<file path="src/rtl/pisg_pkg.sv">
package pisg_pkg;
  // Default geometry: four selectors of eight ways, four gates
  localparam int unsigned DEF_NUM_SEL = 4;
  localparam int unsigned DEF_SEL_W   = 3;
endpackage

</file>
<file path="src/rtl/pisg_src_mux.sv">
module pisg_src_mux #(
  parameter int unsigned SEL_W = pisg_pkg::DEF_SEL_W
) (
  input  logic [(1<<SEL_W)-1:0] data_i,
  input  logic [SEL_W-1:0]      code_i,
  output logic                  pick_o
);
  always_comb begin
    pick_o = data_i[code_i];
    // a group that is all ones or all zeros leaves no choice
    if (&data_i) begin
      AST_PICK_ALL_HIGH: assert (pick_o == 1'b1);
    end
    if (data_i == '0) begin
      AST_PICK_ALL_LOW: assert (pick_o == 1'b0);
    end
  end
endmodule

</file>
<file path="src/rtl/pisg_sop_gate.sv">
module pisg_sop_gate #(
  parameter int unsigned NUM_SRC = pisg_pkg::DEF_NUM_SEL,
  localparam int unsigned LIT_N  = 2 * NUM_SRC
) (
  input  logic [LIT_N-1:0] lit_i,
  input  logic [LIT_N-1:0] en_i,
  input  logic             pol_i,
  output logic             y_o
);
  logic [LIT_N-1:0] hit;
  logic             pair_on;

  always_comb begin
    hit     = en_i & lit_i;
    y_o     = (|hit) ^ pol_i;
    pair_on = 1'b0;
    for (int k = 0; k < int'(NUM_SRC); k++) begin
      pair_on = pair_on | (en_i[2*k] & en_i[2*k+1]);
    end
    if (en_i == '0) begin
      AST_EMPTY_GATE_LEVEL: assert (y_o == pol_i);
    end
    if (pair_on) begin
      AST_PAIR_SATURATES: assert (y_o == !pol_i);
    end
    if (y_o != pol_i) begin
      AST_FLIP_NEEDS_ENABLE: assert (en_i != '0);
    end
  end
endmodule

</file>
<file path="src/rtl/pisg_array.sv">
module pisg_array #(
  parameter int unsigned NUM_SEL  = pisg_pkg::DEF_NUM_SEL,
  parameter int unsigned SEL_W    = pisg_pkg::DEF_SEL_W,
  localparam int unsigned WAY     = 1 << SEL_W,
  localparam int unsigned POOL_W  = NUM_SEL * WAY,
  localparam int unsigned FIELD_W = SEL_W + 1,
  localparam int unsigned SELWD_W = NUM_SEL * FIELD_W,
  localparam int unsigned LIT_N   = 2 * NUM_SEL,
  localparam int unsigned MASK_W  = NUM_SEL * LIT_N
) (
  input  logic [POOL_W-1:0]  pool_i,
  input  logic [SELWD_W-1:0] sel_word_i,
  input  logic [MASK_W-1:0]  en_mask_i,
  input  logic [NUM_SEL-1:0] pol_i,
  output logic [NUM_SEL-1:0] gate_o
);
  logic [NUM_SEL-1:0] pick;
  logic [LIT_N-1:0]   lit_bus;
  logic [NUM_SEL-1:0] pad_bits;
  logic               unused_pad;

  // selectors, one per group of the pool
  for (genvar k = 0; k < int'(NUM_SEL); k++) begin : g_src
    pisg_src_mux #(.SEL_W(SEL_W)) u_mux (
      .data_i (pool_i[k*WAY +: WAY]),
      .code_i (sel_word_i[k*FIELD_W +: SEL_W]),
      .pick_o (pick[k])
    );
    assign pad_bits[k]    = sel_word_i[k*FIELD_W + SEL_W];
    assign lit_bus[2*k+1] = pick[k];
    assign lit_bus[2*k]   = ~pick[k];
  end

  assign unused_pad = ^pad_bits;

  // programmable sum gates, one byte of the mask each
  for (genvar g = 0; g < int'(NUM_SEL); g++) begin : g_gate
    pisg_sop_gate #(.NUM_SRC(NUM_SEL)) u_gate (
      .lit_i (lit_bus),
      .en_i  (en_mask_i[g*LIT_N +: LIT_N]),
      .pol_i (pol_i[g]),
      .y_o   (gate_o[g])
    );
  end

  always_comb begin
    if (en_mask_i == '0 && pol_i == '0) begin
      AST_IDLE_CONFIG_LOW: assert (gate_o == '0);
    end
    if (en_mask_i == '0) begin
      AST_IDLE_MASK_POL: assert (gate_o == pol_i);
    end
  end
endmodule

</file>
<file path="config.mk">
export PLATFORM = sky130hd
export DESIGN_NAME = pisg_array
export DESIGN_NICKNAME = d
export VERILOG_FILES = /design/src/rtl/pisg_pkg.sv /design/src/rtl/pisg_src_mux.sv /design/src/rtl/pisg_sop_gate.sv /design/src/rtl/pisg_array.sv
export SDC_FILE = /design/constraint.sdc
export NUM_CORES = 1
export LEC_CHECK = 0
export CORE_MARGIN = 3
export CORE_UTILIZATION = 35
export DETAILED_ROUTE_END_ITERATION = 8
export DONT_BUFFER_PORTS = 1
export GPL_TIMING_DRIVEN = 0
export SYNTH_ARGS = -nofsm -noshare
export SYNTH_HDL_FRONTEND = slang
export SYNTH_SLANG_ARGS = --single-unit
</file>
<file path="constraint.sdc">
create_clock -name vclk -period 1.9
set_input_delay 0.285 -clock vclk [all_inputs]
set_output_delay 0.285 -clock vclk [all_outputs]
set_load 0.01 [all_outputs]
</file>
==> key figures, run 1 <==
Layout
  – Register area: 0 um^2
  – Fraction of layout cells with a size suffix above 1: 23.1%
  – Final nets: 138
  – FILL cells: 139
  – Multi-input gate area: 470 um^2
  – Most frequent cells in the layout: mux2i_1, mux4_2, nand4_1, xor2_1, buf_4
  – Area Overhead vs Synth: 13.0%
  – Clock buffer count in the final layout: 0
  – Seq Cell Count: 0
  – Diodes inserted: 0
  – Commonest non-fill, non-tap cell in the layout: mux2i_1

Global routing
  – GRT Max-Usage Layer: met2
  – Met2 Use GR: 25.8%
  – GRT Overall Usage: a little under an eighth
  – Initial antenna violation count: 0
  – M3 GR Usage: under 10%
  – Vias in the first global route: 466
  – First-pass GRT wire length: 1.79 mm
  – Met1 usage: 9.90%
  – GRT overflow: 0
  – Largest net degree at the start of global routing: 5

Timing
  – Worst slew pin tran: 152 ps
  – Slew Limit Fails: 0
  – Final min period: between 2000 and 2500 ps
  – Final WS setup: -128 ps
  – Fin crit share: 107%
  – RSZ-0062 raised after global routing: true
  – Rel. slew slack: 89.6%
  – Fmax: 493 MHz
  – Endpoints failing setup: 4
  – Hold slack: approximately 750 ps
  – Hold Violations, Final: 0

Clock tree
  – Setup bufs post-CTS: 0
  – # hold bufs at CTS: 0

Die
  – Die height: 44.6 um
  – # rows: 13
  – Core area: 0.00135 mm^2
  – Die width: 44.6 um
  – Io pins: around 90
  – Die area: 0.00199 mm^2
  – Initial Utilization: 38.6%

Synth
  – Cell area after synthesis: 520 um^2
  – Adder-Cell Fraction of Synth Area: 0%
  – Synth Area in Compound Gates: 0%
  – Synth unique cells: 6
  – Synthesized net count: 136
  – Largest family of logic cells by synthesized area: multiplexers
  – Post-Synthesis Cells: 52
  – Proportion of synthesized area in mux cells: 78.8%
  – YS warnings: 0
  – XOR/XNOR Fraction of Synth Area: 6.73%
  – Synth area leaders: mux2i_1, mux4_2, xor2_1
  – Yosys top cell area share: ~62%
  – Simple-gate portion of the synthesized area: 4.81%
  – Post-synthesis sequential area ratio: 0%
  – Syn_area_per_cell: 10.0 um^2
  – Leading area contributor after synthesis: mux2i_1

Drt
  – Vias: roughly 440
  – Wire length per cell: around 20 um
  – Final ANT Viol Nets: 0
  – TritonRoute pass-1 iters: 2
  – First DRT Iteration DRCs: 3
  – Routed wire length: around 1.3 mm
  – DRC: 0
  – Vias per cell: ~6.6

Placement
  – Placer congestion estimate: 0.570
  – Pre-CTS WS: -177 ps
  – Port Buffers: 0

Worst setup path
  – CP Launch Type: input pin
  – Slowest-stage cell, CP: mux4_2
  – Crit path DAT: 1740 ps
  – WS Path Type: in -> out
  – CP peak stage delay: ~560 ps
  – WP buf/inv: 2
  – CP cell instances: clkbuf_16, mux2i_1, mux4_2, mux2i_1, nand4_1, xor2_1, buf_4
  – Worst-path maximum fanout: 4
  – Top cell family by delay on the critical path: multiplexers
  – Crit end category: output port
  – Most frequent cell on the critical path: mux2i_1
  – Req. time, crit path: 1620 ps

Power and ir drop
  – P_leak: about 0.28 nW
  – Worst VDD drop: between 0.1 and 0.15 mV
  – PD cells: between 200 and 300 mW/mm^2

Run
  – # Max-Cap Violations: 0

Run status
  – Failing checks: setup timing
  – Status: complete, but fails checks

Worst hold path
  – Worst hold path type: in -> out
[layer usage]
| layer | wire (um) | share of wire, % |
|---|---|---|
| met1 | 357 | 27 |
| met2 | 716 | 53 |
| met3 | 271 | 20 |
| met4 | 0 | 0 |
| met5 | 0 | 0 |
[cells by family (layout without fill, tap and decap cells)]
logic type    count (synthesis)  count (layout)
xor+xnor                      4               4
buf+inv                       8               8
mux                          36              36
simple gates                  4               4
[cell usage after synthesis (all sizes together)]
cell type and number:
xor2 4, nand4 4, mux2i 32, buf 4, clkbuf 4, mux4 4
[report_power, final]
part	leakage (nW)	internal [mW]	switching, mW
combinational	0.281	0.0920	0.0584
sequential	0	0	0
clock	0	0	0
total	0.281	0.0920	0.0584
[layout make-up]
cell class	instances	area share, %
tap	15	3.19
multi-input combinational	44	80.0
buffer	8	16.8
[final timing paths]
| check | start | endpoint | slack, ps | cells past startpoint |
|---|---|---|---|---|
| setup / recovery | sel_word_i[0] | gate_o[3] | -130 | 7 |
| hold / removal | pol_i[3] | gate_o[3] | 750 | 2 |
[metrics by stage]
stage | utilization, % | cell area (um^2) | std cells | power (mW) | setup TNS [ps]
3_3_place_gp | 41.9 | 566 | 67 | 0.146 | -351
4_1_cts | 43.4 | 586 | 67 | 0.153 | -450
2_1_floorplan | - | 547 | 52 | 0.132 | 0
6_report | 43.6 | 588 | 67 | 0.150 | -340
3_5_place_dp | 41.9 | 566 | 67 | 0.149 | -509
5_1_grt | 43.6 | 588 | 67 | 0.165 | -722
[what timing repair did]
item | 4_1_cts | 5_1_grt
setup endpoints to repair | 4 | 4
gates resized for setup | 3 | 2
pin swaps | 4 | 4
No activity file was read; power rests on OpenSTA's default activity.
==> run 2: changes to the inputs <==
--- a/config.mk
+++ b/config.mk
@@ -9,7 +9,6 @@
 export CORE_UTILIZATION = 35
 export DETAILED_ROUTE_END_ITERATION = 8
 export DONT_BUFFER_PORTS = 1
-export GPL_TIMING_DRIVEN = 0
 export SYNTH_ARGS = -nofsm -noshare
 export SYNTH_HDL_FRONTEND = slang
 export SYNTH_SLANG_ARGS = --single-unit
==> run 2 against run 1 <==
Compared with the run above:
- the flow now finishes without violations
- first-iteration DRC count fell by 33%
- die area did not move
- cell area fell by 16%
- global-route usage fell by 1.5 points
- critical path type unchanged
- critical endpoint unchanged
- largest cell class unchanged
==> key figures, run 2 (synthesis gave the netlist of run 1 again) <==
Die
  – Die width: 44.6 um (unchanged)
  – # rows: 13 (unchanged)
  – Die height: 44.6 um (unchanged)
  – Core area: 0.00135 mm^2 (unchanged)
  – Initial Utilization: 38.6% (unchanged)
  – Die area: 0.00199 mm^2 (unchanged)
  – Io pins: 88 (unchanged)

Worst setup path
  – Worst-path maximum fanout: 4 (unchanged)
  – CP startpoint: sel_word_i[4] (was sel_word_i[0])
  – Crit path DAT: 1510 ps (was 1740 ps)
  – Top cell family by delay on the critical path: multiplexers (unchanged)
  – Crit end category: output port (unchanged)
  – WS Path Type: in -> out (unchanged)
  – WP buf/inv: 0 (was 2)
  – Slowest-stage cell, CP: mux4_2 (unchanged)
  – CP cell instances: mux2i_1, mux4_2, mux2i_1, nand4_1, xor2_2 (was clkbuf_16, mux2i_1, mux4_2, mux2i_1, nand4_1, xor2_1, buf_4)
  – Most frequent cell on the critical path: mux2i_1 (unchanged)
  – CP peak stage delay: 560 ps (about the same)
  – Req. time, crit path: 1620 ps (about the same)
  – CP Launch Type: input pin (unchanged)

Global routing
  – Vias in the first global route: 394 (was 466)
  – Largest net degree at the start of global routing: 5 (unchanged)
  – Initial antenna violation count: 0 (unchanged)
  – GRT overflow: 0 (unchanged)
  – First-pass GRT wire length: 1.52 mm (was 1.79 mm)
  – GRT Overall Usage: 10.1% (was 11.6%)

Placement
  – Detailed placement HPWL: 1.20 mm
  – Dpl cell area: 489 um^2 (was 566 um^2)
  – Placer congestion estimate: 0.568 (was 0.570)
  – Port Buffers: 0 (unchanged)
  – Pre-CTS WS: 58.2 ps (was -177 ps)
  – Placed insts: 59 (was 67)

Layout
  – Design area: 497 um^2 (was 588 um^2)
  – Final nets: 130 (was 138)
  – Register area: 0 um^2 (unchanged)
  – Clock buffer count in the final layout: 0 (unchanged)
  – Diodes inserted: 0 (unchanged)
  – Seq Cell Count: 0 (unchanged)
  – Commonest non-fill, non-tap cell in the layout: mux2i_1 (unchanged)
  – Fraction of layout cells with a size suffix above 1: 11.4% (was 23.1%)
  – Most frequent cells in the layout: mux2i_1, mux4_2, nand4_1 (was mux2i_1, mux4_2, nand4_1, xor2_1, buf_4)
  – Area Overhead vs Synth: -4.57% (was 13.0%)
  – Core Util, Final: 36.8% (was 43.6%)
  – Fin cells: 59 (was 67)

Drt
  – Highest metal used: met3 (unchanged)
  – DRC: 0 (unchanged)
  – Wire length per cell: 21.6 um (was 20.1 um)
  – WL met1: 343 um (was 357 um)
  – Wire length on met3: 231 um (was 271 um)
  – First DRT Iteration DRCs: 2 (was 3)
  – Vias: 419 (was 442)
  – Final ANT Viol Nets: 0 (unchanged)
  – TritonRoute pass-1 iters: 2 (unchanged)
  – Routed wire length: 1.27 mm (was 1.35 mm)
  – Vias per cell: 7.10 (was 6.60)
  – Met2 wire length: 697 um (was 716 um)

Timing
  – RSZ-0062 raised after global routing: true (unchanged)
  – Fin Setup TNS: 0 ps (was -340 ps)
  – Slew Limit Fails: 0 (unchanged)
  – Fmax: 557 MHz (was 493 MHz)
  – Hold Violations, Final: 0 (unchanged)
  – Endpoints failing setup: 0 (was 4)
  – Hold slack: 638 ps (was 746 ps)
  – Worst slew pin tran: 263 ps (was 152 ps)
  – Fin crit share: 94.5% (was 107%)
  – Final min period: 1800 ps (was 2030 ps)
  – Rel. slew slack: 82.4% (was 89.6%)
  – Final WS setup: 104 ps (was -128 ps)

Power and ir drop
  – Total power: 0.118 mW (was 0.150 mW)
  – Worst VDD drop: 0.102 mV (was 0.101 mV)
  – PD cells: 238 mW/mm^2 (was 256 mW/mm^2)
  – P_leak: 0.230 nW (was 0.281 nW)

Run status
  – Status: completed (was complete, but fails checks)

Clock tree
  – Setup bufs post-CTS: 0 (unchanged)
  – # hold bufs at CTS: 0 (unchanged)
  – CTS resizes: 0 (was 3)

Worst hold path
  – HP Start: pol_i[3] (unchanged)
  – Worst hold path type: in -> out (unchanged)

Run
  – # Max-Cap Violations: 0 (unchanged)
-- run 2: cell count changes in the layout (fill, tap and decap cells not counted), sizes merged --
| cell | delta |
|---|---|
| buf | -6 |
| clkbuf | -2 |
-- run 2: final timing paths --
kind / end / slack, ps / cells past startpoint
worst max-delay path: gate_o[3] / 100 / 5
worst min-delay path: gate_o[3] / 640 / 1
-- run 2: area by class of cell --
| type | instances | area [um^2] |
|---|---|---|
| well taps | 15 | 18.8 |
| fillers | 148 | 853 |
| multi-input cells | 44 | 478 |
-- run 2: power by group --
group | total, mW | internal (mW) | switching (mW)
logic | 0.118 | 0.0696 | 0.0485
clock network | 0 | 0 | 0
registers | 0 | 0 | 0
total | 0.118 | 0.0696 | 0.0485
-- run 2: metal layers --
metal,up-vias,track usage [%]
met5,-,0
met4,0,0
met3,0,1.22
met2,49,24.4
met1,184,8.21
li1,186,-
==> run 3: changes to the inputs <==
--- a/config.mk
+++ b/config.mk
@@ -5,9 +5,10 @@
 export SDC_FILE = /design/constraint.sdc
 export NUM_CORES = 1
 export LEC_CHECK = 0
-export CORE_MARGIN = 3
-export CORE_UTILIZATION = 35
+export CAP_MARGIN = 20
+export CORE_AREA = 3 3 40 42
 export DETAILED_ROUTE_END_ITERATION = 8
+export DIE_AREA = 0 0 43 45
 export DONT_BUFFER_PORTS = 1
 export SYNTH_ARGS = -nofsm -noshare
 export SYNTH_HDL_FRONTEND = slang
==> run 3 against run 2 <==
Compared with the run above:
- worst hold slack improved by 0.98 ps
- critical path depth did not move
- fmax fell by 1.6%
- non-clock buffer count did not move
- cell area rose by 2.3%
- clock-buffer cell count did not move
- sequential share of layout area did not move
- cell count did not move
- via count fell by 0.72%
- global-route usage rose by 1.4 points
- critical path type unchanged
- largest cell class unchanged
==> key figures, run 3 (synthesis gave the netlist of run 1 again) <==
Run status
  – Status: completed (unchanged)

Run
  – # Max-Cap Violations: 0 (unchanged)

Drt
  – Final ANT Viol Nets: 0 (unchanged)
  – Routed wire length: 1.30 mm (was 1.27 mm)
  – DRC: 0 (unchanged)
  – Wire length per cell: 21.9 um (was 21.6 um)
  – TritonRoute pass-1 iters: 3 (was 2)
  – Vias per cell: 7.05 (was 7.10)
  – Vias: 416 (was 419)
  – First DRT Iteration DRCs: 1 (was 2)

Timing
  – Fin Setup TNS: 0 ps (unchanged)
  – Fin crit share: 96.1% (was 94.5%)
  – RSZ-0062 raised after global routing: true (unchanged)
  – Worst slew pin tran: 260 ps (was 263 ps)
  – Endpoints failing setup: 0 (unchanged)
  – Final min period: 1830 ps (was 1800 ps)
  – Rel. slew slack: 82.6% (was 82.4%)
  – Slew Limit Fails: 0 (unchanged)
  – Hold Violations, Final: 0 (unchanged)
  – Final WS setup: 74.3 ps (was 104 ps)
  – Fmax: 548 MHz (was 557 MHz)

Layout
  – Fraction of layout cells with a size suffix above 1: 15.9% (was 11.4%)
  – Core Util, Final: 39.5% (was 36.8%)
  – Seq Cell Count: 0 (unchanged)
  – Final nets: 130 (unchanged)
  – Register area: 0 um^2 (unchanged)
  – Area Overhead vs Synth: -2.40% (was -4.57%)
  – Clock buffer count in the final layout: 0 (unchanged)
  – Most frequent cells in the layout: mux2i_1, mux4_2, nand4_1 (unchanged)
  – Commonest non-fill, non-tap cell in the layout: mux2i_1 (unchanged)
  – Diodes inserted: 0 (unchanged)

Global routing
  – Initial antenna violation count: 0 (unchanged)
  – GRT overflow: 0 (unchanged)
  – Vias in the first global route: 435 (was 394)
  – GRT Overall Usage: 11.5% (was 10.1%)
  – Largest net degree at the start of global routing: 5 (unchanged)
  – First-pass GRT wire length: 1.76 mm (was 1.52 mm)

Worst setup path
  – WS Path Type: in -> out (unchanged)
  – CP cell instances: mux2i_1, mux4_2, mux2i_1, nand4_1, xor2_2 (unchanged)
  – Req. time, crit path: 1620 ps (about the same)
  – Worst-path maximum fanout: 4 (unchanged)
  – Slowest-stage cell, CP: mux4_2 (unchanged)
  – Crit end category: output port (unchanged)
  – Top cell family by delay on the critical path: multiplexers (unchanged)
  – CP Launch Type: input pin (unchanged)
  – WP buf/inv: 0 (unchanged)
  – CP peak stage delay: 570 ps (was 560 ps)
  – Most frequent cell on the critical path: mux2i_1 (unchanged)
  – Crit. path cell count: 5 (unchanged)
  – Crit path DAT: 1540 ps (was 1510 ps)

Clock tree
  – CTS resizes: 0 (unchanged)
  – Setup bufs post-CTS: 0 (unchanged)
  – # hold bufs at CTS: 0 (unchanged)

Placement
  – Placer congestion estimate: 0.604 (was 0.568)
  – Port Buffers: 0 (unchanged)
  – Detailed placement HPWL: 1.20 mm (about the same)
  – Pre-CTS WS: 17.9 ps (was 58.2 ps)

Power and ir drop
  – P_leak: 0.231 nW (was 0.230 nW)
  – Worst VDD drop: 0.0927 mV (was 0.102 mV)
  – PD cells: 241 mW/mm^2 (was 238 mW/mm^2)

Worst hold path
  – WHS Path Cells: 1 (unchanged)
  – Worst hold path type: in -> out (unchanged)

Die
  – Die width: 43 um (was 44.6 um)
  – Die area: 0.00194 mm^2 (was 0.00199 mm^2)
  – Initial Utilization: 40.5% (was 38.6%)
  – # rows: 13 (unchanged)
  – Core area: 0.00128 mm^2 (was 0.00135 mm^2)
  – Die height: 45 um (was 44.6 um)
  – Io pins: 88 (unchanged)
[run 3: worst paths after layout]
kind,slack [ps],endpoint,start
setup / recovery,70,gate_o[2],sel_word_i[4]
hold / removal,640,gate_o[2],pol_i[2]
[run 3: layout make-up]
| class | instances | area [um^2] |
|---|---|---|
| Fill cell | 142 | 777 |
| Multi-Input combinational cell | 44 | 489 |
| Tap cell | 15 | 18.8 |
[run 3: where the power goes]
| part | switching, mW | internal [mW] | leakage (nW) | total (mW) |
|---|---|---|---|---|
| Sequential | 0 | 0 | 0 | 0 |
| Clock | 0 | 0 | 0 | 0 |
| Combinational | 0.0509 | 0.0718 | 0.231 | 0.123 |
| Total | 0.0509 | 0.0718 | 0.231 | 0.123 |
[run 3: metrics by stage]
step | power (mW) | instance area, um^2 | hold WS, ps | instances
floorplan | 0.132 | 547 | 745 | 52
global placement | 0.120 | 489 | 655 | 59
detailed placement | 0.122 | 489 | 654 | 59
CTS | 0.122 | 489 | 654 | 59
global route | 0.135 | 508 | 640 | 59
finish | 0.123 | 508 | 639 | 59
[run 3: per-layer routing]
metal	GRT usage, %	vias up	share of wire, %
met3	1.59	0	17
met2	25.1	53	54
met5	0	-	0
met4	0	0	0
met1	12.0	180	29
li1	-	183	-
